## src/rtl/exc_pkg.sv

```systemverilog
package exc_pkg;

  typedef enum logic [1:0] {
    ST_IDLE   = 2'd0,
    ST_ENTER  = 2'd1,
    ST_RETURN = 2'd2
  } seq_state_t;

  // Round an address down to its containing 32-bit word
  function automatic logic [31:0] word_align(input logic [31:0] addr);
    return {addr[31:2], 2'b00};
  endfunction

  // Trap decision: any enabled IEEE cause, or the unimplemented cause
  function automatic logic fpe_traps(input logic [5:0] cause,
                                     input logic [4:0] enable);
    return (|(cause[4:0] & enable)) | cause[5];
  endfunction

endpackage

```

## src/rtl/fpe_qual.sv

```systemverilog
module fpe_qual (
  input  logic       clk,
  input  logic       rst_n,
  input  logic       req,
  input  logic [5:0] cause,
  input  logic [4:0] enable,
  output logic       hit
);
  import exc_pkg::*;

  assign hit = req & fpe_traps(cause, enable);


  unimpl_always_chk: assert property (@(posedge clk) disable iff (!rst_n)
    (req && cause[5]) |-> hit);


  masked_drop_chk: assert property (@(posedge clk) disable iff (!rst_n)
    (req && !cause[5] && ((cause[4:0] & enable) == 5'd0)) |-> !hit);

endmodule

```

## src/rtl/exc_backup.sv

```systemverilog
module exc_backup #(
  parameter int XLEN = 32
) (
  input  logic            clk,
  input  logic            rst_n,
  input  logic            save,
  input  logic            in_sm,
  input  logic            in_ie,
  input  logic            in_c,
  input  logic [XLEN-1:0] in_pc,
  output logic            bsm,
  output logic            bie,
  output logic            bc,
  output logic [XLEN-1:0] bpc
);

  always_ff @(posedge clk) begin
    if (!rst_n) begin
      bsm <= 1'b0;
      bie <= 1'b0;
      bc  <= 1'b0;
      bpc <= '0;
    end else if (save) begin
      bsm <= in_sm;
      bie <= in_ie;
      bc  <= in_c;
      bpc <= in_pc;
    end
  end


  backup_copy_chk: assert property (@(posedge clk) disable iff (!rst_n)
    save |=> (bsm == $past(in_sm) && bie == $past(in_ie) && bc == $past(in_c)));


  backup_hold_chk: assert property (@(posedge clk) disable iff (!rst_n)
    !save |=> $stable(bpc) && $stable(bsm) && $stable(bie) && $stable(bc));

endmodule

```

## src/rtl/exc_entry_seq.sv

```systemverilog
module exc_entry_seq #(
  parameter int          XLEN       = 32,
  parameter logic [31:0] AE_VECTOR  = 32'h0000_0030,
  parameter logic [31:0] FPE_VECTOR = 32'h0000_0040
) (
  input  logic        clk,
  input  logic        rst_n,
  input  logic        fpe_req,
  input  logic [5:0]  fpe_cause,
  input  logic [4:0]  fpe_enable,
  input  logic [31:0] fpe_pc,
  input  logic        ae_req,
  input  logic [31:0] ae_pc,
  input  logic        rte_req,
  input  logic        cur_sm,
  input  logic        cur_ie,
  input  logic        cur_c,
  output logic        flush,
  output logic [31:0] new_pc,
  output logic        psw_we,
  output logic        psw_sm,
  output logic        psw_ie,
  output logic        psw_c,
  output logic        bsm,
  output logic        bie,
  output logic        bc,
  output logic [31:0] bpc
);
  import exc_pkg::*;

  seq_state_t      state_q, state_d;
  logic [XLEN-1:0] target_q, target_d;
  logic            fpe_hit;
  logic            idle, ae_take, fpe_take, rte_take, save;
  logic [XLEN-1:0] save_pc;

  fpe_qual u_qual (
    .clk    (clk),
    .rst_n  (rst_n),
    .req    (fpe_req),
    .cause  (fpe_cause),
    .enable (fpe_enable),
    .hit    (fpe_hit)
  );

  // Named acceptance events
  assign idle     = (state_q == ST_IDLE);
  assign ae_take  = idle & ae_req;
  assign fpe_take = idle & ~ae_req & fpe_hit;
  assign rte_take = idle & ~ae_req & ~fpe_hit & rte_req;
  assign save     = ae_take | fpe_take;
  assign save_pc  = ae_take ? word_align(ae_pc) : fpe_pc;

  exc_backup #(.XLEN(XLEN)) u_backup (
    .clk   (clk),
    .rst_n (rst_n),
    .save  (save),
    .in_sm (cur_sm),
    .in_ie (cur_ie),
    .in_c  (cur_c),
    .in_pc (save_pc),
    .bsm   (bsm),
    .bie   (bie),
    .bc    (bc),
    .bpc   (bpc)
  );

  always_comb begin
    state_d  = ST_IDLE;
    target_d = target_q;
    if (ae_take) begin
      state_d  = ST_ENTER;
      target_d = AE_VECTOR;
    end else if (fpe_take) begin
      state_d  = ST_ENTER;
      target_d = FPE_VECTOR;
    end else if (rte_take) begin
      state_d  = ST_RETURN;
      target_d = bpc;
    end
  end

  always_ff @(posedge clk) begin
    if (!rst_n) begin
      state_q  <= ST_IDLE;
      target_q <= '0;
    end else begin
      state_q  <= state_d;
      target_q <= target_d;
    end
  end

  assign flush  = (state_q != ST_IDLE);
  assign psw_we = flush;
  assign new_pc = flush ? target_q : '0;
  assign psw_sm = flush & bsm;
  assign psw_ie = (state_q == ST_RETURN) & bie;
  assign psw_c  = (state_q == ST_RETURN) & bc;


  flush_single_chk: assert property (@(posedge clk) disable iff (!rst_n)
    flush |=> !flush);


  ae_vector_chk: assert property (@(posedge clk) disable iff (!rst_n)
    ae_take |=> (flush && new_pc == AE_VECTOR && bpc[1:0] == 2'b00));


  entry_psw_chk: assert property (@(posedge clk) disable iff (!rst_n)
    save |=> (psw_we && !psw_ie && !psw_c && psw_sm == bsm));


  rte_restore_chk: assert property (@(posedge clk) disable iff (!rst_n)
    rte_take |=> (flush && new_pc == bpc && psw_ie == bie && psw_c == bc));


  ae_priority_chk: assert property (@(posedge clk) disable iff (!rst_n)
    (idle && ae_req && fpe_hit) |=> (new_pc == AE_VECTOR));

endmodule

```

## config.mk

```make
export PLATFORM = sky130hd
export DESIGN_NAME = exc_entry_seq
export DESIGN_NICKNAME = d
export VERILOG_FILES = /design/src/rtl/exc_pkg.sv /design/src/rtl/fpe_qual.sv /design/src/rtl/exc_backup.sv /design/src/rtl/exc_entry_seq.sv
export SDC_FILE = /design/constraint.sdc
export NUM_CORES = 1
export LEC_CHECK = 0
export ABC_AREA = 1
export BUFFER_PORTS_ARGS = -buffer_cell sky130_fd_sc_hd__buf_2
export CAP_MARGIN = 5
export CORE_MARGIN = 10
export CORE_UTILIZATION = 25
export CTS_CLUSTER_SIZE = 12
export DETAILED_ROUTE_END_ITERATION = 6
export SYNTH_ARGS = -nofsm -noshare
export SYNTH_HDL_FRONTEND = slang
export SYNTH_SLANG_ARGS = --single-unit
```

## constraint.sdc

```tcl
create_clock -name clk -period 3.86 [get_ports clk]
set_input_delay 0.386 -clock clk [delete_from_list [all_inputs] [get_ports clk]]
set_output_delay 0.386 -clock clk [all_outputs]
set_load 0.1 [all_outputs]
```

==> reports/results.tsv <==
stage	metric	value	unit
status	status	completed	
cts	Clock Tree Buf Depth	2	
synthesis	commonest cells in the netlist	nand2_1, dfxtp_1, inv_1	
setup_path	FF-to-FF End	u_backup.bsm	
sta	# setup viols final	0	
synthesis	Post-synth EDFFs	0	
pwr	Comb power frac	25.1	%
synthesis	top post-synthesis cells by area	dfxtp_1, nand2_1, mux2i_1	
global_routing	antenna violations before repair	0	
pwr	pwr dens	489.7	nW/µm²
placement	gpl congestion	0.7377	
cts	Post-CTS Setup Bufs	0	
routing	remaining routing DRC violations	0	
worst_hold_path	Hold Startpoint	cur_ie	
cts	PostCTS Resize Cnt	0	
pwr	Sequential Power Share	38.3	%
worst_hold_path	worst hold path type	in -> reg	
cts	CTS tree	built	
setup_path	Worst Path Required	4.04	ns
setup_path	instance count on the critical path	6	
setup_path	nature of the critical path startpoint	flop	
sta	fmax	400.6	MHz
cells_and_area	share of layout cells above drive strength 1	32.54	%
setup_path	worst-path cell chain	nor2_4, nand2_4, nand2_4, inv_4, nand2_2, o21ai_0	
sta	Slew Limit Headroom	44.78	%
cts	TritonCTS Buffers	9	
sta	unrepaired setup endpoints after global routing	false	
pwr	internal power	1325	µW
synthesis	Synth top area share	44.62	%
sta	setup TNS	0	ns
sta	Post-Route Skew	0.002544	ns
setup_path	kind of cell adding the most delay to the critical path	simple AND/OR/NAND/NOR gates	
sta	Final Hold Viols	0	
synthesis	syn avg cell area	7.719	µm²
synthesis	synth unique cells	22	
synthesis	Seq cells post-synth	69	
cells_and_area	filler instances	1312	
routing	vias per cell	4.274	
global_routing	vias in the first global route	3167	
setup_path	CP arrival	2.68	ns
placement	DP Wirelength	7240	µm
synthesis	most frequent cell after synthesis	nand2_1	
synthesis	Mapped Area	3095	µm²
routing	drt first pass iters	4	
cells_and_area	Final nets	622	
routing	initial DRC count	155	
setup_path	WP buf/inv	1	
setup_path	worst r2r path cells	6	
setup_path	CP Class	reg -> reg	
cts	Post-CTS Hold Fix Bufs	0	
pwr	Clk pwr share	36.5	%
global_routing	GR Overflow Total	0	
pwr	Worst VDD drop	0.0001716	V
cts	worst skew pair latency	0.32	ns
cts	clock slew seen by the registers of the worst setup and hold paths	0.05	ns
global_routing	largest net degree at the start of global routing	39	
global_routing	GRT Total Usage	11.23	%
setup_path	Critical R2R Launch	state_q[0]	
setup_path	element type at the critical path end	flop	
synthesis	post-synth top area cell	dfxtp_1	
sta	Hold WS	0.2574	ns
cts	CTS H-tree depth	3	
floorplanning	CORE AREA	12060	µm²
synthesis	Primary FF master, synth	dfxtp_1	
sta	Final period util	64.66	%
setup_path	CP Max Fanout	36	
setup_path	slowest stage delay, CP	0.55	ns
cts	Clock Sinks	69	
synthesis	cell count after synthesis	401	
floorplanning	Starting Density	25.66	%
setup_path	R2R setup slack	1.36	ns
floorplanning	die footprint	17230	µm²
cells_and_area	ant diodes	0	
synthesis	post-synthesis net count	484	
pwr	Pleak	0.001960	µW
synthesis	Post-synth ARST share	0	%
cells_and_area	Syn-to-layout area delta	34.56	%
setup_path	most used cell, CP	nand2_4	
setup_path	crit path from	state_q[0]	
global_routing	first-pass GRT wire length	16080	µm
sta	fin crit period	2.496	ns
synthesis	Synth Warn #	0	
sta	worst-margin pin slew	0.8283	ns
cts	Root Buffer	clkbuf_16	
pwr	NetSw	714.1	µW
synthesis	sequential area share after synthesis	44.62	%
floorplanning	Die H	131.3	µm
sta	Slew Limit Fails	0	
setup_path	Critical Path Slowest Stage Cell	nand2_2	
floorplanning	Die W	131.3	µm
routing	Detailed Route WL	9838	µm
pwr	Switching Fraction	35.01	%
routing	DR vias	3043	
floorplanning	Ports	155	
cells_and_area	Multi-input gate area	1358	µm²
routing	drt wl/cell	13.82	µm
cells_and_area	Register Area	1381	µm²
setup_path	end of the critical path	u_backup.bsm	
placement	I/O Buffers	152	
job	MaxCap Viol Count	0	
floorplanning	Row Count	40	
routing	DRT antenna net count	0	
routing by layer:
layer  vias up  global-route usage, %  share of wire (%)
met5         -                      0                  0
met4         0                  3.708                1.1
met3         6                  3.925                7.1
met2       110                  18.68                 47
met1      1372                  13.15                 44
li1       1555                      -                  -
flip-flops by register name, indices dropped and copies added (netlist names):
register	cells
u_backup.bie	1
target_q	32
u_backup.bc	1
state_q	2
u_backup.bpc	32
u_backup.bsm	1
placed cells by master, fill, tap and decap left out, types with 4 or more instances in the layout:
cell and instances:
dfxtp_1 69, mux2i_1 30, nand2_1 83, nand3_1 33, a21oi_1 33, clkbuf_16 9
o21ai_1 30, inv_1 43, nor2_1 36, buf_2 152, clkbuf_1 4
power groups by stage:
stage                     Sequential, µW  Clock (µW)  Combinational (µW)
after CTS                            781         775                 520
after floorplan                     1030           0                 183
after global placement               795           0                 515
after global routing                 788         806                 544
after detailed placement             797           0                 519
final                                782         745                 513
cell type report:
class                   count  share of cell area [%]
flip-flops and latches     69                   33.16
clock buffers              15                   6.428
clock inverters             1                  0.1202
inverters                  46                   4.205
well taps                 168                   5.047
multi-input cells         260                   32.59
repair buffers            153                   18.44
worst reg2reg max path: stages, from the launching register on:
cell and delay [ns]:
dfxtp_1 0.34, nor2_4 0.40, nand2_4 0.48, nand2_4 0.25, inv_4 0.18, nand2_2 0.56, o21ai_0 0.15
stage by stage:
step	instances	instance area, µm²	setup WS (ns)	total power, µW	utilization (%)
floorplan	401	3095	0.2208	1211	-
finish	712	4165	1.364	2040	34.53
detailed placement	696	3892	1.248	1316	32.27
global route	712	4165	1.068	2138	34.53
CTS	712	4165	1.232	2076	34.53
global placement	696	3892	1.291	1310	32.27
logic make-up (layout without fill, tap and decap cells):
| logic type | after synthesis | after routing | share of synthesized area, % |
|---|---|---|---|
| simple gates | 165 | 165 | 23.65 |
| buf+inv | 72 | 215 | 11.52 |
| flops | 69 | 69 | 44.62 |
| compound gates | 65 | 65 | 10.51 |
| mux | 30 | 30 | 9.701 |
how the worst min path moves through the flow:
| stage | end | slack, ns | depth (start not counted) |
|---|---|---|---|
| finish | u_backup.bie | 0.26 | 3 |
| detailed placement | target_q[26] | 0.46 | 2 |
| CTS | u_backup.bie | 0.24 | 3 |
| floorplan | target_q[0] | 0.44 | 2 |
| global placement | target_q[11] | 0.45 | 2 |
| global route | u_backup.bc | 0.28 | 3 |
Note: power is estimated with default switching activity, not from simulation.
